`src/rtl/col_pwm_pkg.sv`:
```
`timescale 1ns/1ps
package col_pwm_pkg;

    // Row phase shared by the sequencer and every channel slice.
    typedef enum logic [1:0] {
        PH_IDLE = 2'd0,
        PH_PRE  = 2'd1,
        PH_EXPO = 2'd2,
        PH_DONE = 2'd3
    } phase_e;

    // Control bundle produced by one channel slice.
    typedef struct packed {
        logic pre;
        logic cur;
        logic sh;
    } chan_ctl_t;

    // Number of exposure ticks in a full row for a code width.
    function automatic int unsigned expo_len(input int unsigned code_w);
        return 32'd1 << code_w;
    endfunction

endpackage

```
`src/rtl/pwm_phase_ctrl.sv`:
```
`timescale 1ns/1ps
module pwm_phase_ctrl
    import col_pwm_pkg::*;
#(
    parameter int CODE_W = 6,
    parameter int PRE_W  = 3,
    localparam int FULL  = expo_len(CODE_W),
    localparam int CNT_W = CODE_W + 1
) (
    input  logic             clk,
    input  logic             rst,
    input  logic             op_en,
    input  logic             le,
    input  logic             tick,
    input  logic [PRE_W-1:0] pre_len,
    input  logic             pre_off,
    input  logic             short_all,
    output logic             load,
    output logic             run,
    output phase_e           phase,
    output logic [CNT_W-1:0] cnt,
    output logic             sa
);

    logic             run_q;
    logic             le_q;
    phase_e           ph_q;
    logic [PRE_W-1:0] pc_q;
    logic [PRE_W-1:0] plen_q;
    logic [CNT_W-1:0] cnt_q;
    logic             sa_q;
    logic             le_edge;

    assign le_edge = le & ~le_q & run_q;

    always_ff @(posedge clk) begin
        if (rst) begin
            run_q  <= 1'b0;
            le_q   <= 1'b0;
            ph_q   <= PH_IDLE;
            pc_q   <= '0;
            plen_q <= '0;
            cnt_q  <= '0;
            sa_q   <= 1'b0;
        end else begin
            run_q <= op_en;
            le_q  <= le;
            if (!run_q) begin
                ph_q  <= PH_IDLE;
                pc_q  <= '0;
                cnt_q <= '0;
            end else if (le_edge) begin
                plen_q <= pre_len;
                sa_q   <= short_all;
                pc_q   <= '0;
                cnt_q  <= '0;
                ph_q   <= (pre_off || pre_len == '0) ? PH_EXPO : PH_PRE;
            end else if (tick) begin
                case (ph_q)
                    PH_PRE: begin
                        pc_q <= pc_q + PRE_W'(1);
                        if (pc_q + PRE_W'(1) == plen_q) ph_q <= PH_EXPO;
                    end
                    PH_EXPO: begin
                        cnt_q <= cnt_q + CNT_W'(1);
                        if (cnt_q == CNT_W'(FULL - 1)) ph_q <= PH_DONE;
                    end
                    default: ;
                endcase
            end
        end
    end

    assign load  = le_edge;
    assign run   = run_q;
    assign phase = ph_q;
    assign cnt   = cnt_q;
    assign sa    = sa_q;


    cnt_sat_chk: assert property (@(posedge clk) disable iff (rst)
        cnt_q <= CNT_W'(FULL));


    pre_bound_chk: assert property (@(posedge clk) disable iff (rst)
        (ph_q == PH_PRE) |-> (pc_q < plen_q));


    standby_idle_chk: assert property (@(posedge clk) disable iff (rst)
        !run_q |=> (ph_q == PH_IDLE));


    done_hold_chk: assert property (@(posedge clk) disable iff (rst)
        (ph_q == PH_DONE && run_q && !le_edge) |=> (ph_q == PH_DONE || !run_q));

endmodule

```
`src/rtl/pwm_chan_slice.sv`:
```
`timescale 1ns/1ps
module pwm_chan_slice
    import col_pwm_pkg::*;
#(
    parameter int CODE_W = 6,
    localparam int CNT_W = CODE_W + 1
) (
    input  logic              clk,
    input  logic              rst,
    input  logic              load,
    input  logic [CODE_W-1:0] code_in,
    input  logic              run,
    input  phase_e            phase,
    input  logic [CNT_W-1:0]  cnt,
    input  logic              sa,
    output chan_ctl_t         ctl
);

    logic [CODE_W-1:0] code_q;
    logic              lit;
    logic              in_row;

    always_ff @(posedge clk) begin
        if (rst)       code_q <= '0;
        else if (load) code_q <= code_in;
    end

    assign lit    = (cnt < {1'b0, code_q});
    assign in_row = (phase == PH_EXPO) || (phase == PH_DONE);

    always_comb begin
        ctl.pre = run && (phase == PH_PRE);
        ctl.cur = run && (phase == PH_EXPO) && lit;
        ctl.sh  = run && (sa ? (phase == PH_DONE) : (in_row && !lit));
    end


    excl_chk: assert property (@(posedge clk) disable iff (rst)
        $onehot0({ctl.pre, ctl.cur, ctl.sh}));


    zero_dark_chk: assert property (@(posedge clk) disable iff (rst)
        (code_q == '0) |-> !ctl.cur);


    short_latch_chk: assert property (@(posedge clk) disable iff (rst)
        (ctl.sh && !sa && !load && run && $past(run)) |=> (ctl.sh || !run || phase == PH_IDLE));

endmodule

```
`src/rtl/col_pwm_seq.sv`:
```
`timescale 1ns/1ps
module col_pwm_seq
    import col_pwm_pkg::*;
#(
    parameter int NCOL   = 8,
    parameter int CODE_W = 6,
    parameter int PRE_W  = 3,
    localparam int CNT_W = CODE_W + 1
) (
    input  logic                   clk,
    input  logic                   rst,
    input  logic                   op_en,
    input  logic                   row_le,
    input  logic                   exp_tick,
    input  logic [PRE_W-1:0]       pre_len,
    input  logic                   pre_off,
    input  logic                   short_all,
    input  logic [NCOL*CODE_W-1:0] col_code,
    output logic [NCOL-1:0]        prech_en,
    output logic [NCOL-1:0]        cur_en,
    output logic [NCOL-1:0]        short_en
);

    logic             load;
    logic             run;
    phase_e           phase;
    logic [CNT_W-1:0] cnt;
    logic             sa;

    pwm_phase_ctrl #(
        .CODE_W (CODE_W),
        .PRE_W  (PRE_W)
    ) u_ctrl (
        .clk       (clk),
        .rst       (rst),
        .op_en     (op_en),
        .le        (row_le),
        .tick      (exp_tick),
        .pre_len   (pre_len),
        .pre_off   (pre_off),
        .short_all (short_all),
        .load      (load),
        .run       (run),
        .phase     (phase),
        .cnt       (cnt),
        .sa        (sa)
    );

    for (genvar g = 0; g < NCOL; g++) begin : g_chan
        chan_ctl_t ctl;
        pwm_chan_slice #(
            .CODE_W (CODE_W)
        ) u_slice (
            .clk     (clk),
            .rst     (rst),
            .load    (load),
            .code_in (col_code[g*CODE_W +: CODE_W]),
            .run     (run),
            .phase   (phase),
            .cnt     (cnt),
            .sa      (sa),
            .ctl     (ctl)
        );
        assign prech_en[g] = ctl.pre;
        assign cur_en[g]   = ctl.cur;
        assign short_en[g] = ctl.sh;
    end


    sat_stable_chk: assert property (@(posedge clk) disable iff (rst)
        (phase == PH_DONE && run && op_en && !load) |=> ($stable(cur_en) && $stable(short_en)));


    standby_quiet_chk: assert property (@(posedge clk) disable iff (rst)
        !run |-> (prech_en == '0 && cur_en == '0 && short_en == '0));


    pre_no_cur_chk: assert property (@(posedge clk) disable iff (rst)
        (prech_en != '0) |-> (cur_en == '0));

endmodule

```
`config.mk`:
```
export PLATFORM = sky130hd
export DESIGN_NAME = col_pwm_seq
export DESIGN_NICKNAME = d
export VERILOG_FILES = /design/src/rtl/col_pwm_pkg.sv /design/src/rtl/pwm_phase_ctrl.sv /design/src/rtl/pwm_chan_slice.sv /design/src/rtl/col_pwm_seq.sv
export SDC_FILE = /design/constraint.sdc
export NUM_CORES = 1
export LEC_CHECK = 0
export BUFFER_PORTS_ARGS = -buffer_cell sky130_fd_sc_hd__buf_2
export CAP_MARGIN = 25
export CORE_AREA = 2 2 99 101
export CTS_BUF_LIST = sky130_fd_sc_hd__clkbuf_4
export DETAILED_ROUTE_END_ITERATION = 10
export DIE_AREA = 0 0 101 103
export GPL_TIMING_DRIVEN = 0
export PLACE_DENSITY_LB_ADDON = 0.15
export REMOVE_ABC_BUFFERS = 1
export SLEW_MARGIN = 20
export SYNTH_ARGS = -nofsm -noshare
export SYNTH_HDL_FRONTEND = slang
export SYNTH_SLANG_ARGS = --single-unit
```
`constraint.sdc`:
```
create_clock -name clk -period 1.9 [get_ports clk]
set_clock_uncertainty 0.05 [all_clocks]
set_input_delay 0.095 -clock clk [delete_from_list [all_inputs] [get_ports clk]]
set_output_delay 0.095 -clock clk [all_outputs]
set_load 0.1 [all_outputs]
```
==> metrics.txt <==
total of buffers placed on input and output ports=81; instance area at placement=0.00410 mm^2; number of antenna violations at the first check in global routing=0; most used flip-flop cell after synthesis=sky130_fd_sc_hd__dfxtp_1; initial cell density of the core=38.8%; clock network latency to the later pin of the worst-skew pair=0.42 ns; Total Nets Final=700; number of primary I/O pins=82; final instance count without filler cells=716; vias per cell=4.83; number of antenna diodes=0; async set-or-reset flop fraction in the synthesized netlist=0%; share of the yosys chip area belonging to registers=36.0%; ranking of synthesized cells by instance count=sky130_fd_sc_hd__nand2_1, sky130_fd_sc_hd__a21oi_1, sky130_fd_sc_hd__dfxtp_1; outcome=complete, but fails checks; standard cell core area=0.00946 mm^2; clock period minus final worst setup slack=2.14 ns; power density cells=494 mW/mm^2; Hold Vio Cnt, Final=0; biggest area contributors in the synthesized netlist=sky130_fd_sc_hd__dfxtp_1, sky130_fd_sc_hd__ha_1, sky130_fd_sc_hd__nand2_1, sky130_fd_sc_hd__a21oi_1, sky130_fd_sc_hd__inv_1; launch instance of the worst register-to-register path=u_ctrl.cnt[1]$_SDFFE_PP0P_; fmax=466 MHz; clock-pin slew reported for the worst setup and hold paths after clock tree synthesis=0.12 ns; kind of critical path=reg2out; number of fillers in the final layout=904; required time at the worst-slack endpoint=1.75 ns; first element of the critical path=u_ctrl.cnt[1]$_SDFFE_PP0P_; most used standard cell by instance count after synthesis=sky130_fd_sc_hd__nand2_1; DR WL/cell=13.6 um; synthesis warning total=0; residual overflow from global routing=0; iteration-0 DRC count of the detailed router=99; Die W=101 um; Mapped Avg Cell Area=7.85 um^2; startpoint type of the worst setup path=flip-flop; first-pass GRT wire length=15700 um; crit path setup slack, layout=-0.245 ns; Post-DP HPWL=5770 um; gr usage total=19.5%; setup repair after global routing missed its margin=true; area share of the largest cell type after synthesis=36.0%; Non-Filler Cell Area, Final=0.00531 mm^2; Setup Viol. Count Final=18; number of flops mapped to enable cells by yosys=0; number of remaining DRC errors=0; antenna viol nets, final=0; leading area contributor after synthesis=sky130_fd_sc_hd__dfxtp_1; maximum number of pins on one net before global-route repair=56; RePlAce Congestion=0.774; Worst EP arrival=2.00 ns; number of storage elements in the synthesis netlist=66; area of all sequential standard cells=0.00134 mm^2; total clock buffers created by CTS=9; HP Start=rst; crit path max fanout=6; Cells after Synth=468; P&R area growth vs syn=44.7%; endpoint kind of the worst setup timing path=output pin; post-synthesis cell type count=36; maximum vdd drop=0.317 mV; total number of placement rows=36; fin crit share=113%; # H-tree levels=3; Max-cap violations=0; final-report max-slew violation count=0; violations in the final reports=setup timing; number of placed cells counting well taps=636; Pre-antenna DRT Iters=5; leakage power=2.17 nW; Total Wirelength=9770 um; Vias=3456; Vert. Die Dim=103 um; path type of the worst min-delay path=in2reg; Clock Root Buffer=sky130_fd_sc_hd__clkbuf_4; netlist area before placement=0.00367 mm^2; clock net sink count=66; footprint of the multi-input gates=0.00226 mm^2; ratio of cells with drive above 1 in the final layout=26.1%; die area=0.0104 mm^2; transition time at the pin with the least slew margin=0.496 ns; clock tree from TritonCTS=done; CTS max path bufs=2; normalized max-slew margin=66.9%; via count of the first global-routing pass=3336
## cell usage in the layout, fill, tap and decap left out, drive strengths merged, types with 2 or more instances in the layout
master       instances
and3b                2
buf                 88
clkbuf              12
o21a                 9
nand3               14
o21ai                8
xnor2                5
ha                  45
xor2                 7
inv                 42
dlygate4sd3         56
nand2              109
and2b                2
dfxtp               66
nand2b               9
nand3b               4
a21o                16
nor2b                4
nor2                16
clkinv               4
a21oi               71
and3                 2
## path summary, 6_finish.rpt
path,cells after the start,slack (ns),to
min,2,0.04,u_ctrl.run$_SDFF_PP0_
max,7,-0.24,short_en[7]
max reg2reg,9,-0.06,u_ctrl.phase[0]$_SDFFE_PP0P_
min reg2reg,2,0.41,g_chan[7].u_slice.code_q[0]$_SDFFE_PP0P_
## cell type report
cell class	count	area share, %
Timing Repair Buffer	144	24.6
Inverter	42	2.97
Sequential cell	66	25.1
Clock inverter	4	0.353
Multi-Input combinational cell	334	42.6
Clock buffer	12	1.70
Tap cell	114	2.68
## kinds of logic (layout without fill, tap and decap cells)
logic type      Yosys count  after routing  share of synthesized area, %
xor+xnor                 12             12                          2.86
flops                    66             66                          36.0
compound gates          107            107                          17.1
fa+ha+maj                45             45                          15.3
buf+inv                  70            202                          8.38
simple gates            168            170                          20.3
## layer usage
layer	share of wire [%]	vias to the layer above	global-route usage, %
met1	45	1590	24.3
met5	0	-	0
li1	-	1794	-
met2	51	59	33.8
met3	2.8	13	4.00
met4	1.6	0	6.65
## timing repair
action | in CTS | in global routing
endpoints found under the hold margin | 57 | 0
endpoints found under the setup margin | 26 | 26
hold buffers | 56 | 0
gates resized for setup | 102 | 31
cloned | 1 | 1
pin swaps | 27 | 21
setup buffers | 4 | 1
## worst max-delay path, stage by stage (launching register included)
cell and delay [ns]:
sky130_fd_sc_hd__dfxtp_4 0.41, sky130_fd_sc_hd__buf_8 0.14, sky130_fd_sc_hd__ha_4 0.19, sky130_fd_sc_hd__a21o_1 0.16
sky130_fd_sc_hd__a21oi_2 0.18, sky130_fd_sc_hd__o21ai_2 0.11, sky130_fd_sc_hd__o21a_1 0.22, sky130_fd_sc_hd__buf_12 0.17
## registers in the layout, indices dropped and copies added (netlist names)
signal / flops
g_chan.u_slice.code_q: 48
u_ctrl.cnt: 7
u_ctrl.pc_q: 3
u_ctrl.plen_q: 3
u_ctrl.phase: 2
u_ctrl.le_q: 1
u_ctrl.run: 1
u_ctrl.sa: 1
## stage by stage
step | total power, mW | TNS, ns | util [%] | hold slack [ns] | worst slack [ns]
after global routing | 2.78 | -4.83 | 56.2 | 0.0354 | -0.366
after detailed placement | 1.72 | -3.95 | 43.3 | 0.258 | -0.304
after floorplan | 1.59 | -39.41 | - | 0.114 | -4.20
final | 2.63 | -2.98 | 56.2 | 0.0356 | -0.245
after CTS | 2.65 | -3.52 | 54.4 | 0.291 | -0.281
after global placement | 1.71 | -34.46 | 43.0 | 0.264 | -0.633
## where the power goes
| group | internal (mW) | switching, mW |
|---|---|---|
| sequential | 1.41 | 0.0233 |
| clock | 0.304 | 0.504 |
| combinational | 0.203 | 0.178 |
| total | 1.92 | 0.705 |
(Power assumes the default switching activity.)
